==> config.mk <==
export PLATFORM = sky130hd
export DESIGN_NAME = wdog_top
export DESIGN_NICKNAME = d
export VERILOG_FILES = /design/src/rtl/wdog_pkg.sv /design/src/rtl/wdog_regs.sv /design/src/rtl/wdog_cnt.sv /design/src/rtl/wdog_resp.sv /design/src/rtl/wdog_top.sv
export SDC_FILE = /design/constraint.sdc
export NUM_CORES = 1
export LEC_CHECK = 0
export CAP_MARGIN = 15
export CORE_UTILIZATION = 37
export DETAILED_ROUTE_END_ITERATION = 12
export DONT_BUFFER_PORTS = 1
export GPL_TIMING_DRIVEN = 0
export PLACE_DENSITY = 0.5
export RECOVER_POWER = 100
export SKIP_CTS_REPAIR_TIMING = 1
export SLEW_MARGIN = 20
export SYNTH_ARGS = -nofsm -noshare
export SYNTH_HDL_FRONTEND = slang
export SYNTH_SLANG_ARGS = --single-unit
==> constraint.sdc <==
create_clock -name clk -period 3.05 [get_ports clk]
set_input_delay 0.7625 -clock clk [delete_from_list [all_inputs] [get_ports clk]]
set_output_delay 0.7625 -clock clk [all_outputs]
set_load 0.05 [all_outputs]
==> src/rtl/wdog_pkg.sv <==
package wdog_pkg;
  typedef enum logic {
    WD_RESP_IRQ = 1'b0,
    WD_RESP_RST = 1'b1
  } wd_resp_e;

  typedef struct packed {
    wd_resp_e resp;
    logic     en;
  } wd_ctrl_t;

  typedef struct packed {
    logic stop;
    logic tmo;
  } wd_stat_t;
endpackage

==> src/rtl/wdog_regs.sv <==
module wdog_regs
  import wdog_pkg::*;
#(
  parameter int CNT_W  = 24,
  parameter int DATA_W = 8,
  parameter int ADDR_W = 3
) (
  input  logic              clk,
  input  logic              rst_n,
  input  logic              reg_wr,
  input  logic              reg_rd,
  input  logic [ADDR_W-1:0] reg_addr,
  input  logic [DATA_W-1:0] reg_wdata,
  output logic [DATA_W-1:0] reg_rdata,
  input  wd_stat_t          stat,
  input  logic [CNT_W-1:0]  cnt,
  output wd_ctrl_t          ctrl,
  output logic [CNT_W-1:0]  reload_eff,
  output logic              en_load,
  output logic              stat_rd
);
  localparam int NB     = CNT_W / DATA_W;
  localparam int A_STAT = NB + 1;
  localparam int A_CNT0 = NB + 2;

  logic [NB-1:0][DATA_W-1:0] rld_q;
  logic [CNT_W-1:0]          rld_flat;

  genvar g;
  generate
    for (g = 0; g < NB; g++) begin : g_rld
      always_ff @(posedge clk or negedge rst_n) begin
        if (!rst_n)
          rld_q[g] <= '0;
        else if (reg_wr && reg_addr == ADDR_W'(g + 1))
          rld_q[g] <= reg_wdata;
      end
    end
  endgenerate

  always_ff @(posedge clk or negedge rst_n) begin
    if (!rst_n)
      ctrl <= '{resp: WD_RESP_IRQ, en: 1'b0};
    else if (reg_wr && reg_addr == '0)
      ctrl <= '{resp: wd_resp_e'(reg_wdata[1]), en: reg_wdata[0]};
  end

  assign en_load    = reg_wr && (reg_addr == '0) && reg_wdata[0] && !ctrl.en;
  assign stat_rd    = reg_rd && (reg_addr == ADDR_W'(A_STAT));
  assign rld_flat   = rld_q;
  assign reload_eff = (rld_flat == '0) ? '1 : rld_flat;

  always_comb begin
    reg_rdata = '0;
    if (reg_addr == '0)
      reg_rdata = {{(DATA_W-2){1'b0}}, ctrl};
    if (reg_addr == ADDR_W'(A_STAT))
      reg_rdata = {{(DATA_W-2){1'b0}}, stat};
    for (int b = 0; b < NB; b++) begin
      if (reg_addr == ADDR_W'(b + 1))
        reg_rdata = rld_q[b];
      if (reg_addr == ADDR_W'(A_CNT0 + b))
        reg_rdata = cnt[b*DATA_W +: DATA_W];
    end
  end
endmodule

==> src/rtl/wdog_cnt.sv <==
module wdog_cnt
  import wdog_pkg::*;
#(
  parameter int CNT_W = 24
) (
  input  logic             clk,
  input  logic             rst_n,
  input  wd_ctrl_t         ctrl,
  input  logic [CNT_W-1:0] reload,
  input  logic             en_load,
  input  logic             tick,
  input  logic             refresh,
  input  logic             dbg_mode,
  output logic [CNT_W-1:0] cnt_q,
  output logic             tmo_evt
);
  logic reload_now;

  assign reload_now = en_load || (ctrl.en && (refresh || dbg_mode));
  assign tmo_evt    = ctrl.en && !reload_now && tick && (cnt_q == '0);

  always_ff @(posedge clk or negedge rst_n) begin
    if (!rst_n)
      cnt_q <= '0;
    else if (reload_now)
      cnt_q <= reload;
    else if (tmo_evt)
      cnt_q <= (ctrl.resp == WD_RESP_IRQ) ? '1 : reload;
    else if (ctrl.en && tick)
      cnt_q <= cnt_q - CNT_W'(1);
  end
endmodule

==> src/rtl/wdog_resp.sv <==
module wdog_resp
  import wdog_pkg::*;
(
  input  logic     clk,
  input  logic     rst_n,
  input  logic     tmo_evt,
  input  wd_resp_e resp,
  input  logic     stop_mode,
  input  logic     stat_rd,
  output wd_stat_t stat,
  output logic     irq,
  output logic     rst_req,
  output logic     wake_req
);
  logic irq_mode;

  assign irq_mode = (resp == WD_RESP_IRQ);

  always_ff @(posedge clk or negedge rst_n) begin
    if (!rst_n) begin
      stat     <= '0;
      rst_req  <= 1'b0;
      wake_req <= 1'b0;
    end else begin
      rst_req  <= tmo_evt && !irq_mode;
      wake_req <= tmo_evt && irq_mode && stop_mode;
      if (tmo_evt) begin
        stat.tmo <= 1'b1;
        if (irq_mode && stop_mode)
          stat.stop <= 1'b1;
      end else if (stat_rd) begin
        stat <= '0;
      end
    end
  end

  assign irq = stat.tmo && irq_mode;
endmodule

==> src/rtl/wdog_top.sv <==
module wdog_top
  import wdog_pkg::*;
#(
  parameter  int CNT_W  = 24,
  parameter  int DATA_W = 8,
  localparam int NB     = CNT_W / DATA_W,
  localparam int ADDR_W = $clog2(2 * NB + 2)
) (
  input  logic              clk,
  input  logic              rst_n,
  input  logic              reg_wr,
  input  logic              reg_rd,
  input  logic [ADDR_W-1:0] reg_addr,
  input  logic [DATA_W-1:0] reg_wdata,
  output logic [DATA_W-1:0] reg_rdata,
  input  logic              tick,
  input  logic              refresh,
  input  logic              dbg_mode,
  input  logic              stop_mode,
  output logic              irq,
  output logic              rst_req,
  output logic              wake_req
);
  wd_ctrl_t         ctrl;
  wd_stat_t         stat;
  logic [CNT_W-1:0] cnt_q;
  logic [CNT_W-1:0] reload_eff;
  logic             en_load;
  logic             stat_rd;
  logic             tmo_evt;
  logic             ctrl_en;
  logic             ctrl_rst;

  assign ctrl_en  = ctrl.en;
  assign ctrl_rst = (ctrl.resp == WD_RESP_RST);

  wdog_regs #(.CNT_W(CNT_W), .DATA_W(DATA_W), .ADDR_W(ADDR_W)) regs_i (
    .clk(clk), .rst_n(rst_n), .reg_wr(reg_wr), .reg_rd(reg_rd),
    .reg_addr(reg_addr), .reg_wdata(reg_wdata), .reg_rdata(reg_rdata),
    .stat(stat), .cnt(cnt_q), .ctrl(ctrl), .reload_eff(reload_eff),
    .en_load(en_load), .stat_rd(stat_rd)
  );

  wdog_cnt #(.CNT_W(CNT_W)) cnt_i (
    .clk(clk), .rst_n(rst_n), .ctrl(ctrl), .reload(reload_eff),
    .en_load(en_load), .tick(tick), .refresh(refresh), .dbg_mode(dbg_mode),
    .cnt_q(cnt_q), .tmo_evt(tmo_evt)
  );

  wdog_resp resp_i (
    .clk(clk), .rst_n(rst_n), .tmo_evt(tmo_evt), .resp(ctrl.resp),
    .stop_mode(stop_mode), .stat_rd(stat_rd), .stat(stat),
    .irq(irq), .rst_req(rst_req), .wake_req(wake_req)
  );
endmodule

## After elaboration in Yosys (flattened, before gate mapping)

Cells that the tools add are included.

- Flip-flop bits (word level): 54
- Word-level logic and storage cells: 63
- Output and inout bits: 11
- Input port bits: 19

- Mux-type cells: 16
- Reduce and logical (&&, ||, !) cells: 27
- Eq/ne operators: 8
- Add/sub/neg operators: 1
- Bitwise logic cells: 1

Operators by type and width:

| cell | number |
|---|---|
| 24-bit 2-to-1 mux | 5 |
| 24-bit zero test | 2 |
| 8-bit 2-to-1 mux | 6 |
| 24-bit by 1-bit subtractor with 24-bit output (second input constant) | 1 |
| 1-bit logical AND | 17 |
| 3-bit == test (second input constant) | 4 |
| 2-bit 2-to-1 mux | 4 |
| 3-bit by 2-bit == test with 1-bit output (second input constant) | 2 |
| 3-bit by 1-bit == test with 1-bit output (second input constant) | 1 |
| 3-bit zero test | 1 |
| 3-bit nonzero test | 1 |
| 1-bit zero test | 2 |
| 1-bit logical OR | 2 |
| 2-bit inequality test (second input constant) | 1 |
| 2-bit AND reduction | 1 |
| 2-bit nonzero test | 1 |
| 1-bit 2-to-1 mux | 1 |
| 1-bit inverter | 1 |

## Depth between registers and ports, before layout

Gate-level depths: netlist of run 1.

- Word-level depth: 11
- Mapped depth: 9
- Mapped depth without buffers: 7

## Cells and area by module

Synthesis of run 1 repeated with hierarchy kept, for this count alone.

- Cells, all modules: 371
- Area total of the unflattened synthesis: 3768.6 µm²

By module, submodules not included:

| module | sequential area each (µm²) | cells each | times used | area an instance (µm²) |
|---|---|---|---|---|
| wdog_cnt | 600.6 | 221 | 1 | 1916.8 |
| wdog_regs | 650.6 | 139 | 1 | 1699.1 |
| wdog_resp | 100.1 | 11 | 1 | 152.6 |

## Worst setup path before layout of run 1

Ideal clock, no wire load.

- Path kind: input port to output port
- Start: input reg_addr[2]
- End: output reg_rdata[4]
- Buffers on the path: 2
- Stages on the path: 4
- Path slack: -0.496 ns
- Required time: 2.288 ns
- Arrival: 2.784 ns
- Path through: buf_1 -> buf_1 -> mux2i_1 -> o21ai_0

- Word-level cells in the longest chain between the ends: 7
- Elaborated cells on any way between the ends: 12
- Classes of those cells: 6 x eq/ne; 6 x mux

Ends and longest elaborated chain:

| element | RTL line | RTL |
|---|---|---|
| start, declared | wdog_top.sv:13 | `input logic [ADDR_W-1:0] reg_addr,` |
| 3-bit by 1-bit == test with 1-bit output | wdog_regs.sv:60 | `if (reg_addr == ADDR_W'(b + 1))` |
| 8-bit 2-to-1 mux | wdog_regs.sv:60 |  |
| 8-bit 2-to-1 mux | wdog_regs.sv:62 | `if (reg_addr == ADDR_W'(A_CNT0 + b))` |
| 8-bit 2-to-1 mux | wdog_regs.sv:60 |  |
| 8-bit 2-to-1 mux | wdog_regs.sv:62 |  |
| 8-bit 2-to-1 mux | wdog_regs.sv:60 |  |
| 8-bit 2-to-1 mux * | wdog_regs.sv:62 |  |
| end, declared | wdog_top.sv:15 | `output logic [DATA_W-1:0] reg_rdata,` |

Every way passes the cells marked *; elsewhere a longest branch is shown, timed or not.

## Worst setup path in the final report of run 1

- Start: input reg_addr[2]
- End: output reg_rdata[1]

- Word-level cells in the longest chain between the ends: 9
- Elaborated cells on any way between the ends: 16
- Classes of those cells: 7 x eq/ne; 8 x mux; 1 x reduce/logical

Ends and longest elaborated chain:

| element | RTL line | RTL |
|---|---|---|
| 3-bit zero test | wdog_regs.sv:55 | `if (reg_addr == '0)` |
| 2-bit 2-to-1 mux | wdog_regs.sv:55 |  |
| 2-bit 2-to-1 mux | wdog_regs.sv:57 | `if (reg_addr == ADDR_W'(A_STAT))` |
| 8-bit 2-to-1 mux | wdog_regs.sv:60 |  |
| 8-bit 2-to-1 mux | wdog_regs.sv:62 |  |
| 8-bit 2-to-1 mux | wdog_regs.sv:60 |  |
| 8-bit 2-to-1 mux | wdog_regs.sv:62 |  |
| 8-bit 2-to-1 mux | wdog_regs.sv:60 |  |
| 8-bit 2-to-1 mux * | wdog_regs.sv:62 |  |

Marks and branches as above.

==> impl_metrics.csv, run 1 <==
group,metric,value,unit
sta,timing.final.crit_share,0.980,
placed_design,hpwl,7770,µm
synth,synth_area_leaders,"dfrtp_1, mux2_2, mux4_2",
synth,yosys-top-cells-count,"dfrtp_1, nand2_1, mux2_2",
clock_network,cts_buffer_depth,2,
synth,syn_nets,357,
critical_path,critPathLaunch,"reg_addr[2]",
sta,setup_viol,0,
floorplan,dieArea,9480,µm²
clock_network,h-tree-depth,2,
clock_network,cts_sinks,54,
critical_path,critPathKind,"in2out",
global_route,grtUsageTotal,0.232,
finish,fillers,870,
finish,fin_nets,364,
sta,rsz0062_at_grt,"true",
global_route,grt_max_degree,55,
sta,tightest_slew,0.984,ns
global_route,grt_pass1_vias,2735,
finish,antennaDiodeCount,0,
route,drc,0,
floorplan,design.core.area,8760,µm²
route,ant_nets,0,
power_and_ir_drop,power.density,718,nW/µm²
sta,final_hold_viol_count,0,
synth,seq_area_frac_synth,0.402,
critical_path,cp-endpoint,"reg_rdata[1]",
placed_design,numPortBuffers,0,
critical_path,rr_startpoint,"cnt_i.cnt_q[4]",
floorplan,die_w,97.4,µm
clock_network,clock_latency,0.32,ns
floorplan,rows,34,
critical_path,cp-start-kind,"input pin",
synth,ys.flop_type,"dfrtp_1",
clock_network,cts_root_buf,"clkbuf_8",
synth,synth.distinct_cells,60,
synth,synth_top_area_frac,0.402,
route,routed_wirelength,10800,µm
synth,synth_top_area_cell,"dfrtp_1",
route,via_per_inst,6.33,
synth,synthCells,336,
synth,synth-edff-count,0,
placed_design,dp_slack,-0.378,ns
critical_path,endpoint_kind,"primary output",
critical_path,r2r_cells,7,
critical_path,r2r_slack,0.28,ns
synth,synth-async-reset-ratio,1.00,
route,drt-initial-drc-count,358,
sta,setup_ws,0.0619,ns
sta,final.min_clock_period,2.99,ns
sta,timing.hold.ws,0.124,ns
power_and_ir_drop,p_leak,1.30,nW
worst_hold_path,hp-class,"in2async",
power_and_ir_drop,max-vdd-ir-drop,0.256,mV
critical_path,crit_fanout,10,
placed_design,gp_congestion,0.890,
sta,maxSlewViolCount,0,
sta,slew_headroom,0.338,
floorplan,die_h,97.4,µm
clock_network,clkTransAtPathRegs,0.11,ns
sta,finClkSkew,0.00835,ns
critical_path,required,2.29,ns
synth,yosysMostFrequentCell,"dfrtp_1",
synth,ys_warn_count,0,
run,cap_violations,0,
global_route,grt_remaining_overflow,0,
placed_design,post_dp_cell_area,3520,µm²
sta,fin_tns_setup,0,ns
critical_path,cp.arrival,2.23,ns
finish,area_delta_synth_final,7.88,%
route,via_count,2863,
global_route,grt_pass1_wl,16800,µm
finish,fin_util,0.414,
finish,fin_area,3630,µm²
route,drt_pass1_iterations,5,
synth,syn_area,3360,µm²
finish,drive_above_1_share,0.189,
clock_network,cts_inserted_buffers,5,
global_route,antenna_found_initial,0,
run_status,status,"finished, final reports clean",
synth,synth.avg_cell_area,10.0,µm²
sta,clock.fmax,0.335,GHz
floorplan,start_util,0.384,
critical_path,worstReg2RegEnd,"cnt_i.cnt_q[9]",
route,avgRoutedWirePerCell,23.8,µm
synth,synth-seq-cells,54,
floorplan,pin_count,30,
clock_network,cts_tree,"yes",
-- cell type report --
class	instances	area, µm²	area share
multi-input cells	254	1900	0.524
flip-flops and latches	54	1350	0.372
well taps	108	135	0.0372
plain buffers	24	118	0.0324
clock buffers	6	72.6	0.0200
clock inverters	2	37.5	0.0103
inverters	4	15.0	0.00414
-- routing by layer --
metal	GRT usage	share of wire	vias to the layer above
met3	0.0439	0.087	14
met1	0.342	0.46	1427
met4	0.0520	0.014	0
met2	0.354	0.44	131
met5	0	0	-
li1	-	-	1291
-- where the power goes --
part           switching, mW  internal, mW
Sequential             0.306         0.906
Clock                  0.254         0.246
Combinational          0.510         0.384
-- critical path: stages --
cell and delay [ns]:
clkbuf_2 0.27, clkbuf_2 0.37, mux4_2 0.39, mux2_2 0.41
-- metrics by stage --
stage | cells | total power [mW]
6_report | 452 | 2.61
5_1_grt | 452 | 2.75
4_1_cts | 452 | 2.60
3_5_place_dp | 444 | 2.10
3_3_place_gp | 444 | 2.09
2_1_floorplan | 336 | 1.82
-- cell families after synthesis --
group,share of synthesized area
AND/OR/NAND/NOR,0.237
AO/OA/AOI/OAI,0.131
flip-flops,0.402
multiplexers,0.175
buffers and inverters,0.0383
XOR/XNOR,0.0104
adder cells (fa/ha/maj),0.00744
-- worst min-delay path by stage --
| stage | end | depth (start not counted) | slack, ns |
|---|---|---|---|
| after floorplan | resp_i.stat[0] | 1 | 0.46 |
| after global placement | cnt_i.cnt_q[0] | 0 | 0.47 |
| after detailed placement | cnt_i.cnt_q[2] | 0 | 0.47 |
| after CTS | resp_i.stat[1] | 0 | 0.12 |
| after global routing | cnt_i.cnt_q[0] | 0 | 0.11 |
| final | cnt_i.cnt_q[12] | 0 | 0.12 |
-- cell usage in the layout (no fill, tap or decap), drive strengths merged, types with 3 or more instances in the layout --
| cell | instances |
|---|---|
| mux4 | 8 |
| a31oi | 3 |
| and2 | 3 |
| clkbuf | 25 |
| o21ai | 18 |
| mux2i | 7 |
| dfrtp | 54 |
| o31a | 4 |
| or3 | 6 |
| or4 | 4 |
| nor4 | 21 |
| nor3b | 3 |
| nand3 | 3 |
| mux2 | 30 |
| xnor2 | 3 |
| nor4b | 3 |
| nand2b | 5 |
| nor2b | 3 |
| a2bb2oi | 5 |
| nor2 | 17 |
| inv | 4 |
| nor3 | 29 |
| nand2 | 32 |
| a211oi | 4 |
| buf | 5 |
| o21a | 5 |
| nand4 | 5 |
-- sequential cells by signal, summed over array words and instances (netlist names) --
name             flops
regs_i.ctrl          2
resp_i.rst_req       1
resp_i.stat          2
regs_i.rld_flat     24
resp_i.wake_req      1
cnt_i.cnt_q         24
Power figures use the tool's default switching activity.
==> run 2: changes to the inputs <==
==> constraint.sdc (replaced) <==
create_clock -name clk -period 3.1 [get_ports clk]
set_input_delay 0.775 -clock clk [delete_from_list [all_inputs] [get_ports clk]]
set_output_delay 0.775 -clock clk [all_outputs]
set_load 0.05 [all_outputs]
==> impl_metrics.csv, run 2 (same netlist as run 1, synthesis figures left out) <==
group,metric,value,unit
placed_design,numPortBuffers,0,
sta,finClkSkew,0.00526,ns
critical_path,endpoint_kind,"primary output",
placed_design,hpwl,7870,µm
power_and_ir_drop,p_sw,1.05,mW
run,cap_violations,0,
sta,rsz0062_at_grt,"false",
power_and_ir_drop,power.internal,1.51,mW
finish,area_delta_synth_final,7.77,%
clock_network,clkTransAtPathRegs,0.10,ns
sta,maxSlewViolCount,0,
route,via_count,2863,
critical_path,cp-start-kind,"input pin",
finish,fin_area,3630,µm²
sta,setup_ws,0.0641,ns
route,routed_wirelength,10800,µm
placed_design,dp_slack,-0.519,ns
global_route,met2_usage,0.358,
finish,antennaDiodeCount,0,
critical_path,crit_fanout,10,
route,via_per_inst,6.33,
clock_network,clock_latency,0.31,ns
power_and_ir_drop,pwr-share-comb,0.341,
floorplan,die_h,97.4,µm
sta,clock.fmax,0.329,GHz
sta,timing.final.crit_share,0.979,
floorplan,rows,34,
clock_network,cts_buffer_depth,2,
finish,fin_nets,364,
floorplan,dieArea,9480,µm²
finish,layout_commonest_cell,"dfrtp_1",
critical_path,rr_startpoint,"cnt_i.cnt_q[20]",
sta,setup_viol,0,
floorplan,die_w,97.4,µm
critical_path,r2r_cells,6,
power_and_ir_drop,p_total,2.56,mW
critical_path,critPathLaunch,"reg_addr[2]",
global_route,grt_max_degree,55,
route,drt_pass1_iterations,5,
placed_design,place_inst,444,
run_status,status,"finished, final reports clean",
route,ant_nets,0,
finish,ff_latch_area,1350,µm²
global_route,busiest_layer,"met2",
global_route,grt_remaining_overflow,0,
critical_path,required,2.32,ns
finish,fillers,890,
route,drc,0,
clock_network,cts_sinks,54,
route,drt-initial-drc-count,303,
floorplan,start_util,0.384,
global_route,grtUsageMet3,0.0403,
sta,final_hold_viol_count,0,
power_and_ir_drop,seqPwrFrac,0.466,
finish,mostFrequentLayoutCells,"dfrtp_1, nand2_1, mux2_2, nor3_1, nor4_1",
placed_design,post_dp_cell_area,3520,µm²
clock_network,cts_root_buf,"clkbuf_8",
sta,final.min_clock_period,3.04,ns
power_and_ir_drop,power_frac_clock,0.193,
power_and_ir_drop,power.density,707,nW/µm²
global_route,grtUsageTotal,0.235,
worst_hold_path,hp-class,"in2async",
sta,tightest_slew,0.927,ns
global_route,grt_use_met1,0.350,
power_and_ir_drop,max-vdd-ir-drop,0.295,mV
route,avgRoutedWirePerCell,23.8,µm
finish,multiInputGateArea,1900,µm²
critical_path,cp.arrival,2.26,ns
power_and_ir_drop,swShare,0.411,
power_and_ir_drop,p_leak,1.30,nW
clock_network,cts_tree,"yes",
critical_path,critPathKind,"in2out",
global_route,antenna_found_initial,0,
global_route,grt_pass1_vias,2770,
finish,drive_above_1_share,0.183,
floorplan,pin_count,30,
floorplan,design.core.area,8760,µm²
global_route,grt_pass1_wl,17100,µm
finish,final_cells,452,
sta,slew_headroom,0.377,
clock_network,cts_inserted_buffers,5,
clock_network,h-tree-depth,2,
placed_design,gp_congestion,0.886,
## run 2: cell counts in the layout (fill, tap and decap cells not counted)
No cell type changed its count.
## run 2: power groups by stage
stage | sequential, mW | combinational (mW) | clock, mW
4_1_cts | 1.18 | 0.879 | 0.513
6_report | 1.19 | 0.875 | 0.494
2_1_floorplan | 1.07 | 0.718 | 0
3_3_place_gp | 1.19 | 0.869 | 0
3_5_place_dp | 1.19 | 0.875 | 0
5_1_grt | 1.21 | 0.952 | 0.531
## run 2: cell type report
type                       count  area share
buffer                        24      0.0324
clock buffer                   6      0.0200
clock inverter                 2      0.0104
inverter                       4     0.00414
multi-input combinational    254       0.523
sequential                    54       0.373
tap                          108      0.0373
## run 2: final timing paths
check	endpoint	slack (ns)
min	cnt_i.cnt_q[15]	0.14
max	reg_rdata[1]	0.06
max reg2reg	cnt_i.cnt_q[9]	0.28
min in group clk	resp_i.stat[1]	0.53
min reg2reg	resp_i.stat[1]	0.53
max in group asynchronous	regs_i.rld_flat[1]	2.84
## run 2: critical path: stages
cell and delay, ns:
clkbuf_2 0.28, clkbuf_2 0.38, mux4_2 0.40, mux2_2 0.42
## run 2: through the flow
| step | util | setup TNS [ns] | hold slack [ns] |
|---|---|---|---|
| 3_5_place_dp | 0.401 | -2.72 | 0.483 |
| 2_1_floorplan | - | -0.204 | 0.459 |
| 3_3_place_gp | 0.401 | -2.78 | 0.482 |
| 4_1_cts | 0.414 | -2.47 | 0.136 |
| 6_report | 0.414 | 0 | 0.139 |
| 5_1_grt | 0.414 | 0 | 0.120 |
## run 2: per-layer routing
metal | vias to the layer above | part of all wire | routed length [µm]
li1 | 1295 | - | -
met2 | 110 | 0.45 | 4840
met3 | 16 | 0.072 | 772
met4 | 0 | 0.014 | 155
met1 | 1442 | 0.46 | 4990
met5 | - | 0 | 0
==> run 3: changes to the inputs <==
--- a/config.mk
+++ b/config.mk
@@ -6,7 +6,9 @@
 export NUM_CORES = 1
 export LEC_CHECK = 0
 export CAP_MARGIN = 15
+export CORE_MARGIN = 1
 export CORE_UTILIZATION = 37
+export CTS_CLUSTER_DIAMETER = 120
 export DETAILED_ROUTE_END_ITERATION = 12
 export DONT_BUFFER_PORTS = 1
 export GPL_TIMING_DRIVEN = 0
@@ -16,4 +18,5 @@
 export SLEW_MARGIN = 20
 export SYNTH_ARGS = -nofsm -noshare
 export SYNTH_HDL_FRONTEND = slang
+export SYNTH_HIERARCHICAL = 1
 export SYNTH_SLANG_ARGS = --single-unit
==> impl_metrics.csv, run 3 <==
group,metric,value,unit
floorplan,die_w,103,µm
synth,synth-async-reset-ratio,1.00,
synth,yosysMostFrequentCell,"dfrtp_1",
run,cap_violations,0,
sta,finClkSkew,0.00575,ns
route,ant_nets,0,
clock_network,cts_buffer_depth,2,
critical_path,crit_chain,"buf_4 -> buf_1 -> a22oi_1 -> a21oi_2",
synth,syn_nets,392,
synth,synth_area_leaders,"dfrtp_1, mux2_2, o21bai_1",
synth,synthSimpleGateAreaFrac,0.200,
synth,synth.area.mux_share,0.146,
synth,ys_warn_count,6,
synth,seq_area_frac_synth,0.359,
placed_design,numPortBuffers,0,
global_route,grt_remaining_overflow,0,
finish,fin_util,0.414,
critical_path,endpoint_kind,"primary output",
synth,ys.flop_type,"dfrtp_1",
sta,tightest_slew,1.03,ns
sta,final_hold_viol_count,0,
global_route,antenna_found_initial,0,
global_route,grt_pass1_wl,18400,µm
sta,rsz0062_at_grt,"false",
synth,synth.distinct_cells,64,
finish,mostFrequentLayoutCells,"dfrtp_1, mux2_2, nand2_1, o21bai_1, nor3_1",
synth,yosys.area_share.adder,0.00664,
clock_network,cts_sinks,54,
floorplan,rows,36,
critical_path,crit_slowest_cell,"a21oi_2",
floorplan,start_util,0.384,
synth,syn_area,3770,µm²
clock_network,h-tree-depth,2,
clock_network,cts_inserted_buffers,5,
floorplan,pin_count,30,
synth,yosys-top-cells-count,"dfrtp_1, mux2_2, o21bai_1",
route,routed_wirelength,11800,µm
clock_network,clock_latency,0.32,ns
critical_path,required,2.32,ns
run_status,status,"finished, final reports clean",
route,drt-initial-drc-count,219,
finish,layout_commonest_cell,"dfrtp_1",
critical_path,worstPathBufferInverterCount,2,
power_and_ir_drop,power.density,746,nW/µm²
synth,synth_top_area_cell,"dfrtp_1",
placed_design,post_dp_cell_area,3940,µm²
sta,timing.final.crit_share,0.968,
power_and_ir_drop,max-vdd-ir-drop,0.322,mV
route,avgRoutedWirePerCell,23.1,µm
clock_network,clkTransAtPathRegs,0.10,ns
floorplan,die_h,103,µm
synth,synth-seq-cells,54,
critical_path,cp_top_family,"compound AO/OA/AOI/OAI gates",
route,drt_pass1_iterations,5,
global_route,grt_pass1_vias,3079,
sta,clock.fmax,0.333,GHz
clock_network,cts_root_buf,"clkbuf_8",
finish,area_delta_synth_final,7.77,%
finish,drive_above_1_share,0.237,
critical_path,critPathKind,"in2out",
critical_path,cp.arrival,2.23,ns
sta,maxSlewViolCount,0,
finish,fillers,1014,
sta,slew_headroom,0.303,
route,via_count,3163,
finish,fin_area,4060,µm²
power_and_ir_drop,p_leak,1.56,nW
finish,fin_nets,399,
finish,antennaDiodeCount,0,
placed_design,gp_congestion,0.889,
floorplan,design.core.area,9820,µm²
sta,fin_tns_setup,0,ns
synth,synth.avg_cell_area,10.2,µm²
synth,synthCells,371,
critical_path,crit_fanout,10,
critical_path,max_stage_delay,0.56,ns
worst_hold_path,hp-class,"in2async",
placed_design,hpwl,8820,µm
synth,synth-edff-count,0,
synth,synth-xor-area-share,0.0302,
route,drc,0,
synth,synth_top_family_by_area,"compound AO/OA/AOI/OAI gates",
synth,synth_compound_area_frac,0.209,
critical_path,cp-start-kind,"input pin",
sta,setup_viol,0,
route,via_per_inst,6.18,
clock_network,cts_tree,"yes",
synth,synth_top_area_frac,0.359,
power_and_ir_drop,p_total,3.03,mW
floorplan,dieArea,10600,µm²
global_route,grt_max_degree,55,
sta,final.min_clock_period,3.00,ns
global_route,grtUsageTotal,0.239,
sta,timing.hold.ws,0.132,ns
run 3: cell types whose count changed in the layout (fill, tap and decap cells not counted), moves of 6 or more:
cell,delta
a221o_1,+9
a22oi_1,+13
and3_1,+6
nand2_1,-7
o21bai_1,+24
mux2_2,+8
a21oi_1,+13
xor2_1,+6
nor3_1,-9
nor4_1,-9
mux2i_1,-7
run 3: cell families after synthesis:
family | after synthesis
buf+inv | 32
compound gates | 109
simple gates | 117
fa+ha+maj | 2
xor+xnor | 13
mux | 44
flops | 54
run 3: final timing paths:
kind                              endpoint  slack (ns)  cells after the start            from
max                           reg_rdata[3]         0.1                      4     reg_addr[0]
min                         cnt_i/cnt_q[2]        0.13                      0           rst_n
max reg2reg                 cnt_i/cnt_q[9]        0.25                      8  cnt_i/cnt_q[0]
min reg2reg                 resp_i/stat[0]        0.54                      1  resp_i/stat[0]
max in group asynchronous  cnt_i/cnt_q[16]        2.83                      0           rst_n
min in group clk            resp_i/stat[0]        0.54                      1  resp_i/stat[0]
run 3: worst register-to-register path, stage by stage, from the launching register on:
cell      delay (ns)
dfrtp_1         0.45
inv_1           0.11
ha_1            0.17
or4b_2          0.65
nor4_1          0.30
nand4_1         0.42
o21bai_2        0.40
a22oi_1         0.14
o211ai_1        0.13
run 3: metal layers:
layer | track usage | vias up | wire length (µm)
met5 | 0 | - | 0
met4 | 0.0758 | 0 | 214
met3 | 0.0400 | 18 | 694
met2 | 0.367 | 106 | 5550
met1 | 0.341 | 1597 | 5380
li1 | - | 1442 | -
run 3: report_power, final:
part           internal [mW]  total, mW  switching (mW)
Sequential             0.914       1.25           0.339
Clock                  0.241      0.493           0.251
Combinational          0.571       1.28           0.712
run 3: through the flow:
| step | worst slack [ns] | cells |
|---|---|---|
| floorplan | 0.146 | 371 |
| global placement | -0.465 | 504 |
| detailed placement | -0.461 | 504 |
| CTS | -0.174 | 512 |
| global route | 0.0121 | 512 |
| finish | 0.0979 | 512 |
run 3: area by class of cell:
class | count | area, µm² | area share
Clock inverter | 2 | 37.5 | 0.00924
Buffer | 28 | 170 | 0.0419
Inverter | 4 | 15.0 | 0.00370
Sequential cell | 54 | 1350 | 0.333
Tap cell | 133 | 166 | 0.0410
Clock buffer | 6 | 72.6 | 0.0179
Multi-Input combinational cell | 285 | 2250 | 0.554
